$ cat src/rtl/spi_sr_pkg.sv
package spi_sr_pkg;
  localparam logic [7:0] OP_SET_WE = 8'h06;
  localparam logic [7:0] OP_WR_ST  = 8'h01;
  localparam logic [7:0] OP_RD_ST  = 8'h05;

  localparam int PROT_BITS = 3;

  typedef enum logic [2:0] {
    CMD_OFF,
    CMD_OPCODE,
    CMD_WE_SEEN,
    CMD_WAIT_DATA,
    CMD_ARMED,
    CMD_READ,
    CMD_SKIP
  } cmd_state_t;
endpackage

$ cat src/rtl/spi_sr_decode.sv
module spi_sr_decode
  import spi_sr_pkg::*;
(
  input  logic       clk,
  input  logic       rst_n,
  input  logic       sel_start,
  input  logic       sel_end,
  input  logic       rx_fire,
  input  logic [7:0] rx_byte,
  input  logic       busy,
  output logic       we_req,
  output logic       commit_req,
  output logic       rd_load,
  output logic       read_act,
  output logic [7:0] wr_byte
);
  cmd_state_t st;

  always_ff @(posedge clk or negedge rst_n) begin
    if (!rst_n) begin
      st      <= CMD_OFF;
      wr_byte <= '0;
    end else if (sel_end) begin
      st <= CMD_OFF;
    end else if (sel_start) begin
      st <= CMD_OPCODE;
    end else if (rx_fire) begin
      case (st)
        CMD_OPCODE: begin
          if (rx_byte == OP_RD_ST) begin
            st <= CMD_READ;
          end else if (busy) begin
            st <= CMD_SKIP;
          end else begin
            case (rx_byte)
              OP_SET_WE: st <= CMD_WE_SEEN;
              OP_WR_ST:  st <= CMD_WAIT_DATA;
              default:   st <= CMD_SKIP;
            endcase
          end
        end
        CMD_WE_SEEN: st <= CMD_SKIP;
        CMD_WAIT_DATA: begin
          wr_byte <= rx_byte;
          st      <= CMD_ARMED;
        end
        CMD_ARMED: st <= CMD_SKIP;
        default:   st <= st;
      endcase
    end
  end

  assign we_req     = sel_end && (st == CMD_WE_SEEN);
  assign commit_req = sel_end && (st == CMD_ARMED);
  assign rd_load    = rx_fire && !sel_end && !sel_start &&
                      (st == CMD_OPCODE) && (rx_byte == OP_RD_ST);
  assign read_act   = (st == CMD_READ);
endmodule

$ cat src/rtl/spi_sr_timer.sv
module spi_sr_timer #(
  parameter int TW_CYCLES = 8
) (
  input  logic clk,
  input  logic rst_n,
  input  logic start,
  output logic busy,
  output logic done
);
  localparam int CW = $clog2(TW_CYCLES + 1);
  localparam logic [CW-1:0] LOAD = CW'(TW_CYCLES);

  logic [CW-1:0] remain;

  always_ff @(posedge clk or negedge rst_n) begin
    if (!rst_n) begin
      remain <= '0;
    end else if (start) begin
      remain <= LOAD;
    end else if (remain != '0) begin
      remain <= remain - 1'b1;
    end
  end

  assign busy = (remain != '0);
  assign done = (remain == CW'(1));
endmodule

$ cat src/rtl/spi_sr_regs.sv
module spi_sr_regs
  import spi_sr_pkg::*;
(
  input  logic                 clk,
  input  logic                 rst_n,
  input  logic                 we_req,
  input  logic                 commit_req,
  input  logic [7:0]           wr_byte,
  input  logic                 wp_n,
  input  logic                 busy,
  input  logic                 done,
  output logic                 start,
  output logic                 srwd,
  output logic [PROT_BITS-1:0] prot,
  output logic                 wel,
  output logic                 hw_lock
);
  localparam int PROT_LSB = 2;

  logic grant;

  assign hw_lock = srwd && !wp_n;
  assign grant   = commit_req && wel && !hw_lock && !busy;
  assign start   = grant;

  always_ff @(posedge clk or negedge rst_n) begin
    if (!rst_n) begin
      srwd <= 1'b0;
      prot <= '0;
    end else if (grant) begin
      srwd <= wr_byte[7];
      prot <= wr_byte[PROT_LSB +: PROT_BITS];
    end
  end

  always_ff @(posedge clk or negedge rst_n) begin
    if (!rst_n) begin
      wel <= 1'b0;
    end else if (done) begin
      wel <= 1'b0;
    end else if (we_req && !busy) begin
      wel <= 1'b1;
    end
  end
endmodule

$ cat src/rtl/spi_sr_guard.sv
module spi_sr_guard
  import spi_sr_pkg::*;
#(
  parameter int TW_CYCLES = 8
) (
  input  logic       clk,
  input  logic       rst_n,
  input  logic       sel_start,
  input  logic       sel_end,
  input  logic       rx_valid,
  output logic       rx_ready,
  input  logic [7:0] rx_data,
  output logic       tx_valid,
  input  logic       tx_ready,
  output logic [7:0] tx_data,
  input  logic       wp_n,
  output logic [7:0] status_o,
  output logic       hw_locked_o
);
  logic                 rx_fire;
  logic                 we_req, commit_req, rd_load, read_act;
  logic [7:0]           wr_byte;
  logic                 busy, done, start;
  logic                 srwd, wel, hw_lock;
  logic [PROT_BITS-1:0] prot;
  logic [7:0]           snap;

  assign rx_ready = 1'b1;
  assign rx_fire  = rx_valid;

  spi_sr_decode u_dec (
    .clk       (clk),
    .rst_n     (rst_n),
    .sel_start (sel_start),
    .sel_end   (sel_end),
    .rx_fire   (rx_fire),
    .rx_byte   (rx_data),
    .busy      (busy),
    .we_req    (we_req),
    .commit_req(commit_req),
    .rd_load   (rd_load),
    .read_act  (read_act),
    .wr_byte   (wr_byte)
  );

  spi_sr_regs u_regs (
    .clk       (clk),
    .rst_n     (rst_n),
    .we_req    (we_req),
    .commit_req(commit_req),
    .wr_byte   (wr_byte),
    .wp_n      (wp_n),
    .busy      (busy),
    .done      (done),
    .start     (start),
    .srwd      (srwd),
    .prot      (prot),
    .wel       (wel),
    .hw_lock   (hw_lock)
  );

  spi_sr_timer #(.TW_CYCLES(TW_CYCLES)) u_tmr (
    .clk  (clk),
    .rst_n(rst_n),
    .start(start),
    .busy (busy),
    .done (done)
  );

  assign status_o    = {srwd, 2'b00, prot, wel, busy};
  assign hw_locked_o = hw_lock;
  assign tx_valid    = read_act;

  always_ff @(posedge clk or negedge rst_n) begin
    if (!rst_n) begin
      snap <= '0;
    end else if (rd_load || (read_act && tx_ready)) begin
      snap <= status_o;
    end
  end

  assign tx_data = snap;
endmodule

$ cat config.mk
export PLATFORM = sky130hd
export DESIGN_NAME = spi_sr_guard
export DESIGN_NICKNAME = d
export VERILOG_FILES = /design/src/rtl/spi_sr_pkg.sv /design/src/rtl/spi_sr_decode.sv /design/src/rtl/spi_sr_timer.sv /design/src/rtl/spi_sr_regs.sv /design/src/rtl/spi_sr_guard.sv
export SDC_FILE = /design/constraint.sdc
export NUM_CORES = 1
export LEC_CHECK = 0
export BUFFER_PORTS_ARGS = -buffer_cell sky130_fd_sc_hd__buf_2
export CORE_ASPECT_RATIO = 1.2
export CORE_UTILIZATION = 52
export DETAILED_ROUTE_END_ITERATION = 16
export PLACE_DENSITY_LB_ADDON = 0.05
export SKIP_CTS_REPAIR_TIMING = 1
export SLEW_MARGIN = 20
export SYNTH_ARGS = -nofsm -noshare
export SYNTH_HDL_FRONTEND = slang
export SYNTH_SLANG_ARGS = --single-unit
export TNS_END_PERCENT = 1
$ cat constraint.sdc
create_clock -name clk -period 4.4 [get_ports clk]
set_input_delay 0.88 -clock clk [delete_from_list [all_inputs] [get_ports clk]]
set_output_delay 0.88 -clock clk [all_outputs]
set_load 0.02 [all_outputs]
==> metrics <==
first-pass GRT wire length 3.42 mm; Ys Warns 0; mapped cell area 1170 µm²; Sink Count 22; maximum clock insertion buffer count 2; via count around 810; root buffer cell clkbuf_4; final-stage net count around 140; Pre-antenna DRT Iters 3; # setup viols final 0; Max-Cap Viols 0; CTS tree yes; Static Leak 0.702 nW; crit end category primary output; Setup WS pre-CTS 2020 ps; outcome finished clean; Setup TNS 0 ps; Final Max Tran Viols 0; number of distinct library cells after synthesis 34; filler cell count in the final layout 190; total die area 2450 µm²; crit path kind reg -> out; initial antenna violation count 0; Power Density a little over 400 nW/µm²; routed len/inst 13.4 µm; Antenna diodes 0; crit path launch type flop; CORE AREA 2090 µm²; fraction of layout cells with a size suffix above 1 0.419; worst hold path class in -> async; global route overflow 0; Post-Route Skew 10.3 ps; clock period minus worst slack 2410 ps; final antenna-violating net count 0; FF/Latch Area 551 µm²; TritonCTS Buffers 3; commonest non-fill, non-tap cell in the layout buf_2; sequential area share after synthesis 0.470; RSZ-0062 raised after global routing no; Die H 54.0 µm; VDD IR-drop max roughly 280 µV; First DRT Iteration DRCs 13; Hold WS 490 ps; fmax 415 MHz; final hold violations 0; clock-pin slew on the worst setup and hold paths 130 ps; Detailed Place HPWL 1.60 mm; flops & latches, synth 22; CP arrival between 1500 and 2000 ps; worst-skew pair later-pin latency 320 ps; largest net degree at the start of global routing 23; final WL between 2 and 2.5 mm; commonest cells after routing, fill and taps aside buf_2 (28), dfrtp_1 (22), mux2_2 (10); area of the multi-input gates 554 µm²; gr usage total 0.202; # rows 18; DRC errors left 0; Critical Path RT 3520 ps; Vias per Instance 5.23; H-tree levels 1; synthesized area per cell 12.0 µm²; Ports 34; vias in the first global route 767; largest fanout on the critical path 6; Post-Syn Instances around 100; period utilisation layout 0.548; Register-to-Register Path Depth 4; Initial Utilization 0.560; area grow syn2layout 15.2%; Final WS setup 1990 ps; routability cong. between 0.8 and 0.9; IO buf count 28; Chip Width 45.3 µm
synth_stat cells:
master / n / area, µm²
o2111ai_1: 1 / 8.76
a221o_2: 1 / 11.3
nor4_4: 1 / 21.3
a21boi_1: 1 / 7.51
buf_4: 8 / 60.1
nor2_1: 5 / 18.8
xnor2_1: 1 / 8.76
o2bb2ai_1: 1 / 8.76
o211a_1: 1 / 10.0
nand3b_1: 1 / 7.51
clkbuf_1: 1 / 3.75
dfrtp_1: 22 / 551
a21oi_1: 4 / 20.0
nand2b_1: 2 / 12.5
inv_1: 4 / 15.0
nand3_1: 1 / 5.00
and3b_1: 1 / 8.76
nor3b_1: 1 / 7.51
nor3_1: 2 / 10.0
ha_1: 2 / 25.0
mux2_4: 6 / 90.1
nor2b_1: 5 / 31.3
and4b_1: 2 / 20.0
a221oi_1: 1 / 8.76
o21ai_0: 1 / 5.00
a31oi_1: 1 / 6.26
and4_1: 1 / 8.76
a22o_4: 1 / 17.5
or3_4: 1 / 11.3
and2_1: 2 / 12.5
a41oi_1: 1 / 8.76
mux2_2: 10 / 113
nand2_1: 3 / 11.3
conb_1: 2 / 7.51
per-stage QoR:
stage          total power, W  std cells  utilization  instance area, µm²
2_1_floorplan        0.000376        101            -                1180
3_3_place_gp         0.000402        150        0.619                1300
3_5_place_dp         0.000408        150        0.619                1300
4_1_cts              0.000563        154        0.645                1350
5_1_grt              0.000597        154        0.645                1350
6_report             0.000559        154        0.645                1350
sequential cells by signal, summed over array words and instances, names as in the netlist:
signal	flops
u_dec.st	3
u_regs.wel	1
u_regs.srwd	1
u_regs.prot	3
tx_data	6
u_tmr.remain	4
u_dec.wr_byte	4
final cells by class:
type,count,area share
Clock buffer,3,0.0167
Clock inverter,1,0.0222
Inverter,4,0.0111
Multi-Input combinational cell,66,0.411
Sequential cell,22,0.408
Tap cell,30,0.0278
Timing Repair Buffer,28,0.104
worst max-delay path, stage by stage, from the launching register on:
cell and delay (ps):
dfrtp_1 430, inv_1 70, ha_1 160, and2_1 250
inv_1 130, buf_2 180
routing by layer:
metal  vias up  wire [µm]  global-route usage
li1        387          -                   -
met2        25       1010               0.329
met4         0         63               0.121
met5         -          0                   0
met1       389        916               0.244
met3         4         85              0.0403
cell families after synthesis:
kind of cell,synth area share
simple gates,0.159
flops,0.470
mux,0.173
compound gates,0.0961
buf+inv,0.0672
fa+ha+maj,0.0213
other cells,0.00641
xor+xnor,0.00747
power by group:
part	leakage (nW)	internal, W	switching, W
logic	0.378	0.0000649	0.0000812
registers	0.296	0.000232	0.0000239
clock network	0.0279	0.0000922	0.0000643
final timing paths:
check | startpoint | slack [ps] | endpoint
min in group clk | tx_data[2] | 520 | tx_data[2]
min | rst_n | 490 | tx_data[1]
min reg2reg | tx_data[2] | 520 | tx_data[2]
max in group asynchronous | rst_n | 3580 | u_tmr.remain[1]
max reg2reg | u_dec.st[2] | 2870 | tx_data[3]
max | u_tmr.remain[0] | 1990 | status_o[0]
Power figures use the tool's default switching activity.
